$ cat src/rtl/ts_ring_pkg.sv
package ts_ring_pkg;
  localparam int WORD_BYTES = 4;
  localparam int REG_AW     = 4;

  localparam logic [REG_AW-1:0] IDX_CTRL    = 4'd0;
  localparam logic [REG_AW-1:0] IDX_BASE    = 4'd1;
  localparam logic [REG_AW-1:0] IDX_RLEN    = 4'd2;
  localparam logic [REG_AW-1:0] IDX_PLEN    = 4'd3;
  localparam logic [REG_AW-1:0] IDX_PPI     = 4'd4;
  localparam logic [REG_AW-1:0] IDX_MASK    = 4'd5;
  localparam logic [REG_AW-1:0] IDX_STATUS  = 4'd6;
  localparam logic [REG_AW-1:0] IDX_RESTART = 4'd7;
  localparam logic [REG_AW-1:0] IDX_WPTR    = 4'd8;

  localparam int DEF_PLEN = 188;
  localparam int DEF_PPI  = 47;
endpackage

$ cat src/rtl/ts_byte_packer.sv
module ts_byte_packer #(
  parameter int PKT_W = 8
) (
  input  logic             clk,
  input  logic             rst_n,
  input  logic             en_i,
  input  logic             clr_i,
  input  logic             in_valid_i,
  input  logic             in_sop_i,
  input  logic [7:0]       in_data_i,
  input  logic [PKT_W-1:0] pkt_len_i,
  output logic             word_fire_o,
  output logic             pkt_done_o,
  output logic             mem_we_o,
  output logic [31:0]      mem_wdata_o
);
  logic             cap_q, cap_d;
  logic [1:0]       lane_q, lane_d;
  logic [23:0]      hold_q, hold_d;
  logic [PKT_W-1:0] bcnt_q, bcnt_d;
  logic             we_d;
  logic [31:0]      wd_d;
  logic             accept;

  assign accept      = en_i && !clr_i && in_valid_i && (cap_q || in_sop_i);
  assign word_fire_o = accept && (lane_q == 2'd3);
  assign pkt_done_o  = accept && (bcnt_q == pkt_len_i - 1'b1);

  always_comb begin
    cap_d  = cap_q;
    lane_d = lane_q;
    hold_d = hold_q;
    bcnt_d = bcnt_q;
    we_d   = word_fire_o;
    wd_d   = mem_wdata_o;
    if (clr_i || !en_i) begin
      cap_d  = 1'b0;
      lane_d = 2'd0;
      bcnt_d = '0;
    end else if (accept) begin
      cap_d = 1'b1;
      case (lane_q)
        2'd0: hold_d[7:0]   = in_data_i;
        2'd1: hold_d[15:8]  = in_data_i;
        2'd2: hold_d[23:16] = in_data_i;
        default: wd_d = {in_data_i, hold_q};
      endcase
      lane_d = lane_q + 2'd1;
      bcnt_d = pkt_done_o ? '0 : bcnt_q + 1'b1;
    end
  end

  always_ff @(posedge clk or negedge rst_n) begin
    if (!rst_n) begin
      cap_q       <= 1'b0;
      lane_q      <= 2'd0;
      hold_q      <= '0;
      bcnt_q      <= '0;
      mem_we_o    <= 1'b0;
      mem_wdata_o <= '0;
    end else begin
      cap_q       <= cap_d;
      lane_q      <= lane_d;
      hold_q      <= hold_d;
      bcnt_q      <= bcnt_d;
      mem_we_o    <= we_d;
      mem_wdata_o <= wd_d;
    end
  end

  assert_gate_off_R10: assert property (@(posedge clk) disable iff (!rst_n)
    !en_i |=> !mem_we_o);
  assert_one_per_word_R3: assert property (@(posedge clk) disable iff (!rst_n)
    mem_we_o |=> !mem_we_o);
endmodule

$ cat src/rtl/ts_ring_addr.sv
module ts_ring_addr
  import ts_ring_pkg::*;
#(
  parameter int ADDR_W = 32,
  parameter int LEN_W  = 24
) (
  input  logic              clk,
  input  logic              rst_n,
  input  logic              clr_i,
  input  logic              word_fire_i,
  input  logic [ADDR_W-1:0] base_i,
  input  logic [LEN_W-1:0]  ring_len_i,
  output logic [ADDR_W-1:0] mem_addr_o,
  output logic [ADDR_W-1:0] wptr_o
);
  localparam logic [LEN_W:0] STEP = (LEN_W+1)'(WORD_BYTES);

  logic [LEN_W-1:0]  off_q, off_d;
  logic [ADDR_W-1:0] addr_d;
  logic              wrap;

  assign wrap   = ({1'b0, off_q} + STEP) >= {1'b0, ring_len_i};
  assign wptr_o = base_i + ADDR_W'(off_q);

  always_comb begin
    off_d  = off_q;
    addr_d = mem_addr_o;
    if (clr_i) begin
      off_d = '0;
    end else if (word_fire_i) begin
      addr_d = wptr_o;
      off_d  = wrap ? '0 : off_q + LEN_W'(WORD_BYTES);
    end
  end

  always_ff @(posedge clk or negedge rst_n) begin
    if (!rst_n) begin
      off_q      <= '0;
      mem_addr_o <= '0;
    end else begin
      off_q      <= off_d;
      mem_addr_o <= addr_d;
    end
  end

  assert_rewind_R9: assert property (@(posedge clk) disable iff (!rst_n)
    clr_i |=> (off_q == '0));
  assert_in_ring_R4: assert property (@(posedge clk) disable iff (!rst_n)
    (word_fire_i && !clr_i && ring_len_i != '0) |=> (off_q < $past(ring_len_i)));
endmodule

$ cat src/rtl/ts_irq_ctrl.sv
module ts_irq_ctrl #(
  parameter int CNT_W = 8
) (
  input  logic             clk,
  input  logic             rst_n,
  input  logic             clr_i,
  input  logic             pkt_done_i,
  input  logic [CNT_W-1:0] ppi_i,
  input  logic             st_clr_i,
  input  logic             en_i,
  input  logic             mask_i,
  output logic             status_o,
  output logic             irq_o
);
  logic [CNT_W-1:0] cnt_q, cnt_d;
  logic             st_d;
  logic             hit;

  assign hit   = pkt_done_i && (cnt_q == ppi_i - 1'b1);
  assign irq_o = en_i && mask_i && status_o;

  always_comb begin
    cnt_d = cnt_q;
    if (clr_i)           cnt_d = '0;
    else if (pkt_done_i) cnt_d = hit ? '0 : cnt_q + 1'b1;
    st_d = status_o;
    if (hit)           st_d = 1'b1;
    else if (st_clr_i) st_d = 1'b0;
  end

  always_ff @(posedge clk or negedge rst_n) begin
    if (!rst_n) begin
      cnt_q    <= '0;
      status_o <= 1'b0;
    end else begin
      cnt_q    <= cnt_d;
      status_o <= st_d;
    end
  end

  assert_irq_gated_R8: assert property (@(posedge clk) disable iff (!rst_n)
    irq_o |-> (en_i && mask_i));
  assert_set_cause_R6: assert property (@(posedge clk) disable iff (!rst_n)
    $rose(status_o) |-> $past(pkt_done_i));
  assert_w1c_R7: assert property (@(posedge clk) disable iff (!rst_n)
    (st_clr_i && !pkt_done_i) |=> !status_o);
endmodule

$ cat src/rtl/ts_ring_writer.sv
module ts_ring_writer
  import ts_ring_pkg::*;
#(
  parameter int ADDR_W = 32,
  parameter int LEN_W  = 24,
  parameter int PKT_W  = 8,
  parameter int CNT_W  = 8
) (
  input  logic              clk,
  input  logic              rst_n,
  input  logic              ts_valid,
  input  logic              ts_start,
  input  logic [7:0]        ts_byte,
  input  logic              cfg_we,
  input  logic [REG_AW-1:0] cfg_addr,
  input  logic [31:0]       cfg_wdata,
  output logic [31:0]       cfg_rdata,
  output logic              mem_we,
  output logic [ADDR_W-1:0] mem_addr,
  output logic [31:0]       mem_wdata,
  output logic              irq
);
  logic              en_q, en_d, mask_q, mask_d;
  logic [ADDR_W-1:0] base_q, base_d;
  logic [LEN_W-1:0]  rlen_q, rlen_d;
  logic [PKT_W-1:0]  plen_q, plen_d;
  logic [CNT_W-1:0]  ppi_q, ppi_d;
  logic              restart, st_clr, word_fire, pkt_done, status;
  logic [ADDR_W-1:0] wptr;

  assign restart = cfg_we && (cfg_addr == IDX_RESTART) && cfg_wdata[0];
  assign st_clr  = cfg_we && (cfg_addr == IDX_STATUS) && cfg_wdata[0];

  always_comb begin
    en_d   = en_q;
    mask_d = mask_q;
    base_d = base_q;
    rlen_d = rlen_q;
    plen_d = plen_q;
    ppi_d  = ppi_q;
    if (cfg_we) begin
      case (cfg_addr)
        IDX_CTRL: en_d   = cfg_wdata[0];
        IDX_BASE: base_d = cfg_wdata[ADDR_W-1:0];
        IDX_RLEN: rlen_d = cfg_wdata[LEN_W-1:0];
        IDX_PLEN: plen_d = cfg_wdata[PKT_W-1:0];
        IDX_PPI:  ppi_d  = cfg_wdata[CNT_W-1:0];
        IDX_MASK: mask_d = cfg_wdata[0];
        default: ;
      endcase
    end
  end

  always_ff @(posedge clk or negedge rst_n) begin
    if (!rst_n) begin
      en_q   <= 1'b0;
      mask_q <= 1'b0;
      base_q <= '0;
      rlen_q <= '0;
      plen_q <= PKT_W'(DEF_PLEN);
      ppi_q  <= CNT_W'(DEF_PPI);
    end else begin
      en_q   <= en_d;
      mask_q <= mask_d;
      base_q <= base_d;
      rlen_q <= rlen_d;
      plen_q <= plen_d;
      ppi_q  <= ppi_d;
    end
  end

  always_comb begin
    case (cfg_addr)
      IDX_CTRL:   cfg_rdata = {31'd0, en_q};
      IDX_BASE:   cfg_rdata = 32'(base_q);
      IDX_RLEN:   cfg_rdata = 32'(rlen_q);
      IDX_PLEN:   cfg_rdata = 32'(plen_q);
      IDX_PPI:    cfg_rdata = 32'(ppi_q);
      IDX_MASK:   cfg_rdata = {31'd0, mask_q};
      IDX_STATUS: cfg_rdata = {31'd0, status};
      IDX_WPTR:   cfg_rdata = 32'(wptr);
      default:    cfg_rdata = '0;
    endcase
  end

  ts_byte_packer #(.PKT_W(PKT_W)) u_pack (
    .clk(clk), .rst_n(rst_n), .en_i(en_q), .clr_i(restart),
    .in_valid_i(ts_valid), .in_sop_i(ts_start), .in_data_i(ts_byte),
    .pkt_len_i(plen_q), .word_fire_o(word_fire), .pkt_done_o(pkt_done),
    .mem_we_o(mem_we), .mem_wdata_o(mem_wdata)
  );

  ts_ring_addr #(.ADDR_W(ADDR_W), .LEN_W(LEN_W)) u_ring (
    .clk(clk), .rst_n(rst_n), .clr_i(restart), .word_fire_i(word_fire),
    .base_i(base_q), .ring_len_i(rlen_q), .mem_addr_o(mem_addr), .wptr_o(wptr)
  );

  ts_irq_ctrl #(.CNT_W(CNT_W)) u_irq (
    .clk(clk), .rst_n(rst_n), .clr_i(restart), .pkt_done_i(pkt_done),
    .ppi_i(ppi_q), .st_clr_i(st_clr), .en_i(en_q), .mask_i(mask_q),
    .status_o(status), .irq_o(irq)
  );
endmodule

$ cat config.mk
export PLATFORM = sky130hd
export DESIGN_NAME = ts_ring_writer
export DESIGN_NICKNAME = d
export VERILOG_FILES = /design/src/rtl/ts_ring_pkg.sv /design/src/rtl/ts_byte_packer.sv /design/src/rtl/ts_ring_addr.sv /design/src/rtl/ts_irq_ctrl.sv /design/src/rtl/ts_ring_writer.sv
export SDC_FILE = /design/constraint.sdc
export NUM_CORES = 1
export LEC_CHECK = 0
export ABC_AREA = 1
export CAP_MARGIN = 25
export CELL_PAD_IN_SITES_DETAIL_PLACEMENT = 1
export CELL_PAD_IN_SITES_GLOBAL_PLACEMENT = 1
export CORE_AREA = 5 5 197 199
export CTS_BUF_LIST = sky130_fd_sc_hd__clkbuf_16
export DETAILED_ROUTE_END_ITERATION = 6
export DIE_AREA = 0 0 202 204
export PLACE_DENSITY_LB_ADDON = 0.25
export SYNTH_ARGS = -nofsm -noshare
export SYNTH_HDL_FRONTEND = slang
export SYNTH_SLANG_ARGS = --single-unit
$ cat constraint.sdc
create_clock -name clk -period 4.16 [get_ports clk]
set_clock_uncertainty 0.15 [all_clocks]
set_input_delay 0.624 -clock clk [delete_from_list [all_inputs] [get_ports clk]]
set_output_delay 0.624 -clock clk [all_outputs]
set_load 0.1 [all_outputs]
# Word level (Yosys, flattened, before mapping)
# Cells that the tools add are included.
dict set report word_totals {
  ff_bits 207
  wordCells 93
  output_inout_bits 98
  input_bits 49
}
dict set report classes {
  mux 16
  n_reduce_logical 34
  magnitude_cmp 1
  addsub 8
  eq_ne 13
  n_bitwise 3
}
# op n
set op_table {}
lappend op_table {{case mux 32 bit (8 select lines)} 1}
lappend op_table {{two-way mux 24 bit} 3}
lappend op_table {{two-way mux 8 bit} 6}
lappend op_table {{adder 32 x 24 -> 32 bit} 1}
lappend op_table {{adder 24 x 3 -> 25 bit, second input constant} 1}
lappend op_table {{greater-or-equal comparator 25 x 24 -> 1 bit} 1}
lappend op_table {{adder 24 x 3 -> 24 bit, second input constant} 1}
lappend op_table {{adder 8 x 1 -> 8 bit, second input constant} 2}
lappend op_table {{equality test 4 x 3 -> 1 bit, second input constant} 4}
lappend op_table {{equality test 8 bit} 2}
lappend op_table {{subtractor 8 x 1 -> 8 bit, second input constant} 2}
lappend op_table {{AND reduction 2 bit} 7}
lappend op_table {{logical AND 1 bit} 12}
lappend op_table {{AND reduction 3 bit} 4}
lappend op_table {{equality test 4 x 2 -> 1 bit, second input constant} 2}
lappend op_table {{nonzero test 2 bit} 4}
lappend op_table {{equality test 2 bit, second input constant} 2}
lappend op_table {{equality test 4 x 1 -> 1 bit, second input constant} 1}
lappend op_table {{equality test 4 bit, second input constant} 1}
lappend op_table {{zero test 4 bit} 1}
lappend op_table {{two-way mux 1 bit} 4}
lappend op_table {{two-way mux 2 bit} 2}
lappend op_table {{NOT 1 bit} 3}
lappend op_table {{OR reduction 3 bit} 1}
lappend op_table {{other kinds (5)} 7}

# Depth between registers and ports, before layout
# Gate-level depths: netlist of the first run.
dict set report depth {
  depth_word 12
  depth_mapped 20
  ltp_nobuf 19
}

# By module
# Synthesis of the first run repeated with hierarchy kept, for this count alone.
dict set report unflattened {
  hier_cells 1839
  hier_area_um2 13220.2
}
# mod cells_each n_inst seq_area_each_um2 area_each_um2
set by_module_without_submodules {}
lappend by_module_without_submodules {ts_ring_addr 857 1 1351.3 5331.4}
lappend by_module_without_submodules {ts_ring_writer 509 1 1864.3 3900.0}
lappend by_module_without_submodules {ts_byte_packer 330 1 1701.6 3168.0}
lappend by_module_without_submodules {ts_irq_ctrl 143 1 225.2 820.8}

# Worst setup path after synthesis of the first run
# OpenSTA, ideal clock, no wires.
dict set report synth_path {
  path_type {input -> output}
  from {in cfg_addr[1]}
  to {out cfg_rdata[8]}
  arrival_ns 2.919
  required_ns 3.386
  stages 5
  path_slack_ns 0.467
  path_buffers 0
  path_cell_list {nor2_1 -> inv_1 -> nor3_2 -> inv_1 -> o221ai_1}
}
dict set report synth_via {
  elab_chain_cells 2
}
# item line
set synth_lines {}
lappend synth_lines {{start: declaration} ts_ring_writer.sv:15} ;# input logic [REG_AW-1:0] cfg_addr,
lappend synth_lines {{equality test 4 bit (tied with other cells)} ts_ring_writer.sv:73} ;# case (cfg_addr)
lappend synth_lines {{case mux 32 bit (8 select lines) (*)} ts_ring_writer.sv:73}
lappend synth_lines {{end: declaration} ts_ring_writer.sv:17} ;# output logic [31:0] cfg_rdata,
# Every way passes the cells marked *; elsewhere a longest branch is shown, timed or not.

# Worst setup path after layout of the first run
dict set report layout_path {
  from {reg u_ring.off_q[7]}
  to {out cfg_rdata[16]}
}
dict set report layout_via {
  elab_chain_cells 2
}
# item line
set layout_lines {}
lappend layout_lines {{start: declaration} ts_ring_addr.sv:18} ;# logic [LEN_W-1:0] off_q, off_d;
lappend layout_lines {{start signal: assignment} ts_ring_addr.sv:38} ;# off_q <= '0;
lappend layout_lines {{start signal: assignment} ts_ring_addr.sv:41} ;# off_q <= off_d;
lappend layout_lines {{adder 32 x 24 -> 32 bit} ts_ring_addr.sv:23} ;# assign wptr_o = base_i + ADDR_W'(off_q);
lappend layout_lines {{case mux 32 bit (8 select lines)} ts_ring_writer.sv:73}
# Every way passes these cells.

==> flow_summary_export.csv, run 1 <==
group,metric,value,unit
floorplanning,die_y,204,um
worst_setup_path,endpoint,"cfg_rdata[16]",
global_routing,grt_pass1_wl,71.0,mm
sta,fin_tns_setup,0,ns
clock_network,cts_max_path_buffers,3,
yosys,yosysTopAreaCellShare,38.3,%
worst_setup_path,critPathLaunchType,"flip-flop",
worst_setup_path,crit_top_cell,"nand2_1",
sta,finalHoldViolCount,0,
power_and_ir_drop,peakVddDrop,0.346,mV
sta,setup_viol,0,
outcome,status,"complete, no violations",
yosys,synthXorXnorAreaFrac,3.30,%
yosys,synth_compound_area_share,7.15,%
final_layout,syn2layout_area_growth,25.8,%
worst_hold_path,hold_path.class,"flip-flop to flip-flop",
detailed_routing,drc,0,
power_and_ir_drop,power.density,387,mW/mm^2
sta,slew_headroom,29.8,%
global_routing,grt_util_all_layers,21.2,%
final_layout,drive_above_1_share,9.24,%
job,drv_cap,0,
global_routing,grt_max_degree,109,
final_layout,layout_common_cells,"596 x nand2_1, 241 x inv_1, 195 x dfrtp_1",
final_layout,fin_nets,1989,
worst_setup_path,worst_ep_arrival_time,3.04,ns
power_and_ir_drop,fin_total_pwr,6200,uW
yosys,synth_warnings,0,
yosys,synthesis.nets,1843,
sta,tightestPinTransition,1.05,ns
clock_network,cts_buffers,26,
power_and_ir_drop,power_leakage,0.00825,uW
yosys,netlist_area,0.0127,mm^2
detailed_routing,vias_per_cell,4.98,
floorplanning,die_x,202,um
yosys,syn_area_per_cell,7.33,um^2
clock_network,clkTransAtPathRegs,0.06,ns
sta,fin_crit_sh,91.7,%
yosys,async_reset_ff_share,100,%
place,gp_congestion,0.873,
worst_setup_path,path_max_fanout,6,
worst_setup_path,rr_endpoint,"u_ring.off_q[16]$_DFFE_PN0P_",
yosys,yosysSeqAreaShare,40.4,%
yosys,synth_edf_count,0,
yosys,synth_cell_types,44,
yosys,synth.mux.area_fraction,5.13,%
detailed_routing,drt-initial-drc-count,560,
floorplanning,start_util,34.4,%
final_layout,n_fill_cell,4578,
sta,maxSlewViolCount,0,
yosys,synth_seq_cells,205,
yosys,synth_top_family_by_area,"simple AND/OR/NAND/NOR gates",
yosys,synth_top_area_cell,"dfrtp_1",
worst_setup_path,r2r-start,"u_ring.off_q[3]$_DFFE_PN0P_",
floorplanning,rows,71,
final_layout,multi_input_area,0.00649,mm^2
yosys,post_synth_and_or_nand_nor_area_fraction,29.8,%
clock_network,clock_sinks,205,
detailed_routing,drt_wl_total,43.5,mm
clock_network,cts-root-buf,"clkbuf_16",
floorplanning,die_area,0.0412,mm^2
worst_setup_path,rr_worst_depth,19,
clock_network,clock_latency,0.56,ns
sta,min_period,3.82,ns
clock_network,cts_resized,0,
sta,holdWs,0.328,ns
yosys,yosys.area_share.adder,5.40,%
final_layout,final_common_cell,"nand2_1",
clock_network,cts_post_setup_buffers_inserted,0,
worst_setup_path,critPathMaxStageDelay,0.49,ns
clock_network,htreeDepth,1,
floorplanning,ios,147,
final_layout,num_antenna_cells,0,
worst_setup_path,worstPathCellList,"ha_1 > nand2_1 > inv_1 > a21oi_1 > nand2_1 > nand2_1 > nand2_1 > nand2_1 > nand2_1 > nand2_1 > nand3_1 > nand2_1 > buf_12",
worst_setup_path,cp-startpoint,"u_ring.off_q[7]$_DFFE_PN0P_",
detailed_routing,detail-route-antenna-nets,0,
sta,rsz0062_at_grt,"no",
worst_setup_path,rrSetupSlack,0.77,ns
sta,timing.fmax,262,MHz
place,dpl.hpwl,33.6,mm
detailed_routing,drtPass1Iterations,5,
detailed_routing,routedWlPerCell,18.3,um
yosys,synthTopCellsByArea,"dfrtp_1 38%, nand2_1 18%, inv_1 7.0%",
final_layout,ff_latch_area,0.00514,mm^2
worst_setup_path,required,3.39,ns
global_routing,antenna_found_initial,0,
yosys,synth-main-ff-cell,"dfrtp_1",
worst_setup_path,cp_slowest_cell,"dfrtp_1",
detailed_routing,vias,11800,
clock_network,tritoncts,"yes",
floorplanning,core,0.0370,mm^2
worst_setup_path,end_kind,"output pin",
yosys,synthCells,1739,
global_routing,grt_pass1_vias,12800,
worst_setup_path,critical_path_class,"flip-flop to output pin",
place,io_buffers,146,
global_routing,overflow,0,
-- logic make-up (layout without fill, tap and decap cells) --
| kind of cell | after synthesis | after routing |
|---|---|---|
| flops | 205 | 205 |
| compound gates | 166 | 166 |
| buf+inv | 288 | 454 |
| xor+xnor | 48 | 48 |
| fa+ha+maj | 55 | 55 |
| other cells | 1 | 1 |
| simple gates | 918 | 918 |
| mux | 58 | 58 |
-- flip-flops by register name, summed over array words and instances, names as in the netlist, 8 cells and up --
signal,cells
rlen_q,24
u_irq.cnt_q,8
ppi_q,8
u_ring.mem_addr_o,32
plen_q,8
u_pack.mem_wdata_o,32
u_pack.hold_q,24
u_pack.bcnt_q,8
base_q,32
u_ring.off_q,22
-- power by group --
part	switching (uW)	leakage (uW)	internal [uW]
Sequential	213	0.00271	2220
Clock	956	0.000452	1520
Combinational	823	0.00509	466
Total	1990	0.00825	4200
-- cells in the mapped netlist (all sizes together), types with 14 or more instances --
cell and instances:
nand4 19, o21ai 94, nor3 16, nand2 598, nand3b 14, mux2 58
dfrtp 195, buf 21, clkbuf 24, nand3 121, a21oi 41, xnor2 19
nor2 142, inv 242, xor2 29, ha 55
-- layout make-up --
class                      count  share of cell area, %
multi-input combinational   1246                   40.5
clock inverter                22                   1.76
clock buffer                  26                   4.06
tap                          474                   3.70
inverter                     243                   5.69
sequential                   205                   32.1
timing repair buffer         163                   12.2
-- per-stage QoR --
stage / utilization [%] / area (um^2) / setup WS (ns) / cells
floorplan: - / 12700 / 0.467 / 1739
global placement: 40.6 / 15100 / 0.720 / 2329
detailed placement: 40.6 / 15100 / 0.691 / 2329
CTS: 43.2 / 16000 / 0.317 / 2377
global route: 43.3 / 16000 / 0.137 / 2379
finish: 43.3 / 16000 / 0.345 / 2379
-- repair_timing --
item                                   CTS  global route
hold buffers                             0             1
setup endpoints to repair                0             0
endpoints found under the hold margin    0            43
-- how the worst min path moves through the flow --
stage                                        endpoint  depth (start not counted)  slack (ns)                               from
global placement    u_ring.mem_addr_o[31]$_DFFE_PN0P_                          2        0.31  u_ring.mem_addr_o[31]$_DFFE_PN0P_
CTS                 u_ring.mem_addr_o[27]$_DFFE_PN0P_                          1        0.09                              rst_n
global route        u_ring.mem_addr_o[26]$_DFFE_PN0P_                          2        0.36  u_ring.mem_addr_o[26]$_DFFE_PN0P_
finish               u_ring.mem_addr_o[1]$_DFFE_PN0P_                          2        0.33   u_ring.mem_addr_o[1]$_DFFE_PN0P_
detailed placement   u_ring.mem_addr_o[7]$_DFFE_PN0P_                          2        0.32   u_ring.mem_addr_o[7]$_DFFE_PN0P_
floorplan                       base_q[0]$_DFFE_PN0P_                          0        0.18                              rst_n
-- per-layer routing --
metal / wire (um) / vias up / share of wire, % / global-route usage, %
li1: - / 5774 / - / -
met1: 19600 / 5837 / 45 / 27.7
met2: 21900 / 183 / 50 / 38.1
met3: 1220 / 54 / 2.8 / 2.13
met4: 864 / 0 / 2.0 / 4.98
met5: 0 / - / 0 / 0
-- critical path, delay by kind of cell (launching register included) --
| kind | cells | cell delay [ns] |
|---|---|---|
| AO/OA/AOI/OAI | 1 | 0.23 |
| adder cells (fa/ha/maj) | 1 | 0.39 |
| buffers and inverters | 2 | 0.24 |
| flip-flops | 1 | 0.49 |
| AND/OR/NAND/NOR | 9 | 1.13 |
Power figures use the tool's default switching activity.
==> inputs of run 2 (changes only) <==
--- a/config.mk
+++ b/config.mk
@@ -14,6 +14,7 @@
 export DETAILED_ROUTE_END_ITERATION = 6
 export DIE_AREA = 0 0 202 204
 export PLACE_DENSITY_LB_ADDON = 0.25
+export SETUP_SLACK_MARGIN = 0.1
 export SYNTH_ARGS = -nofsm -noshare
 export SYNTH_HDL_FRONTEND = slang
 export SYNTH_SLANG_ARGS = --single-unit
==> results of run 2 <==
The final DEF is identical to that of run 1; final timing and power are the same.
==> inputs of run 3 (changes only) <==
--- a/config.mk
+++ b/config.mk
@@ -13,8 +13,9 @@
 export CTS_BUF_LIST = sky130_fd_sc_hd__clkbuf_16
 export DETAILED_ROUTE_END_ITERATION = 6
 export DIE_AREA = 0 0 202 204
-export PLACE_DENSITY_LB_ADDON = 0.25
+export PLACE_DENSITY = 0.72
 export SETUP_SLACK_MARGIN = 0.1
+export SLEW_MARGIN = 0
 export SYNTH_ARGS = -nofsm -noshare
 export SYNTH_HDL_FRONTEND = slang
 export SYNTH_SLANG_ARGS = --single-unit
==> flow_summary_export.csv, run 3 (synthesis gave the netlist of run 1 again) <==
group,metric,value,unit
outcome,status,"finished, violations left",
outcome,violations,"negative hold slack",
final_layout,final_common_cell,"nand2_1",
final_layout,drive_above_1_share,9.28,%
sta,slew_headroom,28.0,%
worst_setup_path,worst_ep_arrival_time,3.18,ns
worst_setup_path,end_kind,"output pin",
final_layout,num_antenna_cells,0,
clock_network,cts-root-buf,"clkbuf_16",
floorplanning,core,0.0370,mm^2
detailed_routing,drt-initial-drc-count,553,
clock_network,clock_sinks,205,
sta,tightestPinTransition,1.08,ns
global_routing,grt_max_degree,103,
worst_setup_path,path_max_fanout,6,
detailed_routing,drtPass1Iterations,5,
final_layout,layout_common_cells,"596 x nand2_1, 241 x inv_1, 195 x dfrtp_1",
global_routing,overflow,0,
sta,timing.fmax,253,MHz
worst_setup_path,crit_top_cell,"nand2_1",
global_routing,antenna_found_initial,0,
global_routing,grt_util_all_layers,21.2,%
floorplanning,die_area,0.0412,mm^2
final_layout,n_fill_cell,4567,
floorplanning,die_y,204,um
detailed_routing,drt_wl_total,44.2,mm
place,dpl.hpwl,34.0,mm
job,drv_cap,0,
worst_setup_path,rrSetupSlack,0.57,ns
detailed_routing,vias,11900,
worst_setup_path,critPathLaunchType,"flip-flop",
clock_network,clock_latency,0.56,ns
place,gp_congestion,0.913,
sta,min_period,3.96,ns
sta,rsz0062_at_grt,"yes",
sta,holdWs,-0.00855,ns
floorplanning,start_util,34.4,%
power_and_ir_drop,power_leakage,0.00824,uW
global_routing,grt_pass1_wl,70.6,mm
place,io_buffers,146,
sta,fin_crit_sh,95.1,%
clock_network,cts_max_path_buffers,3,
worst_setup_path,rr_worst_depth,17,
place,dp_slack,0.605,ns
detailed_routing,routedWlPerCell,18.6,um
worst_setup_path,critical_path_class,"flip-flop to output pin",
floorplanning,ios,147,
clock_network,clkTransAtPathRegs,0.06,ns
worst_setup_path,required,3.39,ns
sta,finalHoldViolCount,5,
sta,fin_tns_setup,0,ns
sta,maxSlewViolCount,0,
final_layout,utilization,43.1,%
global_routing,grt_pass1_vias,12800,
final_layout,reg_top3,"base_q x32, u_pack.mem_wdata_o x32, u_ring.mem_addr_o x32",
sta,fin_ws,0.202,ns
floorplanning,die_x,202,um
sta,setup_viol,0,
worst_setup_path,critPathMaxStageDelay,0.44,ns
clock_network,cts_buffers,26,
power_and_ir_drop,peakVddDrop,0.316,mV
final_layout,syn2layout_area_growth,25.2,%
clock_network,htreeDepth,1,
detailed_routing,drc,0,
worst_setup_path,worstPathCellList,"ha_1 > nand2_1 > inv_1 > a21oi_1 > nand2_1 > nand2_1 > nand2_1 > xnor2_2 > o21bai_1 > buf_12",
worst_hold_path,hold_path.class,"input port to async pin",
worst_setup_path,cp_slowest_cell,"dfrtp_1",
floorplanning,rows,71,
clock_network,tritoncts,"yes",
detailed_routing,detail-route-antenna-nets,0,
power_and_ir_drop,power.density,379,mW/mm^2
final_layout,fin_nets,1993,
detailed_routing,vias_per_cell,5.00,
[run 3: cell count changes in the layout (fill, tap and decap cells not counted), moves of 2 or more]
cell,before,now
buf_4,13,19
clkinv_1,3,7
bufinv_16,6,4
clkinvlp_4,5,1
[run 3: repair_timing]
action | in CTS | in global routing
hold buffers | 0 | 0
buffers inserted | 0 | 0
setup endpoints to repair | 0 | 2
gates resized for setup | 0 | 2
[run 3: through the flow]
step	cells	cell area (um^2)	hold WS, ns	total power, uW
after floorplan	1739	12700	0.178	3240
after global placement	2334	15100	0.312	3710
after detailed placement	2335	15100	0.315	3770
after CTS	2381	15900	0.0588	6130
after global routing	2381	16000	0.0700	6370
final	2381	16000	-0.00855	6040
[run 3: metal layers]
metal,vias up,part of all wire (%),global-route usage [%]
met5,-,0,0
met4,0,2.6,5.44
met3,63,3.9,3.00
met2,229,49,37.6
met1,5821,44,27.4
li1,5783,-,-
[run 3: layout make-up]
cell class	instances	area, um^2	share of cell area (%)
clock buffer	26	651	4.08
clock inverter	20	203	1.27
inverter	243	912	5.72
multi-input combinational	1246	6500	40.7
sequential	205	5140	32.2
tap	474	593	3.72
timing repair buffer	167	1950	12.2
[run 3: power by group]
group          switching, uW  internal, uW
clock                    928          1380
combinational            827           463
sequential               221          2220
total                   1980          4060
[run 3: final timing paths]
check | from | end
max in group asynchronous | rst_n | u_pack.hold_q[15]$_DFFE_PN0P_
min reg2reg | u_ring.mem_addr_o[18]$_DFFE_PN0P_ | u_ring.mem_addr_o[18]$_DFFE_PN0P_
max | u_ring.off_q[7]$_DFFE_PN0P_ | cfg_rdata[12]
max reg2reg | u_ring.off_q[5]$_DFFE_PN0P_ | u_ring.off_q[23]$_DFFE_PN0P_
min | rst_n | u_pack.mem_we_o$_DFF_PN0_
min in group clk | u_ring.mem_addr_o[18]$_DFFE_PN0P_ | u_ring.mem_addr_o[18]$_DFFE_PN0P_
[run 3: worst max-delay path, delay by kind of cell, from the launching register on]
family / cells / cell delay, ns
DFF: 1 / 0.44
and+or+nand+nor: 4 / 0.60
AOI/OAI and AO/OA: 2 / 0.69
adders and majority gates: 1 / 0.37
xor gates and xnor gates: 1 / 0.23
buffers and inverters: 2 / 0.30
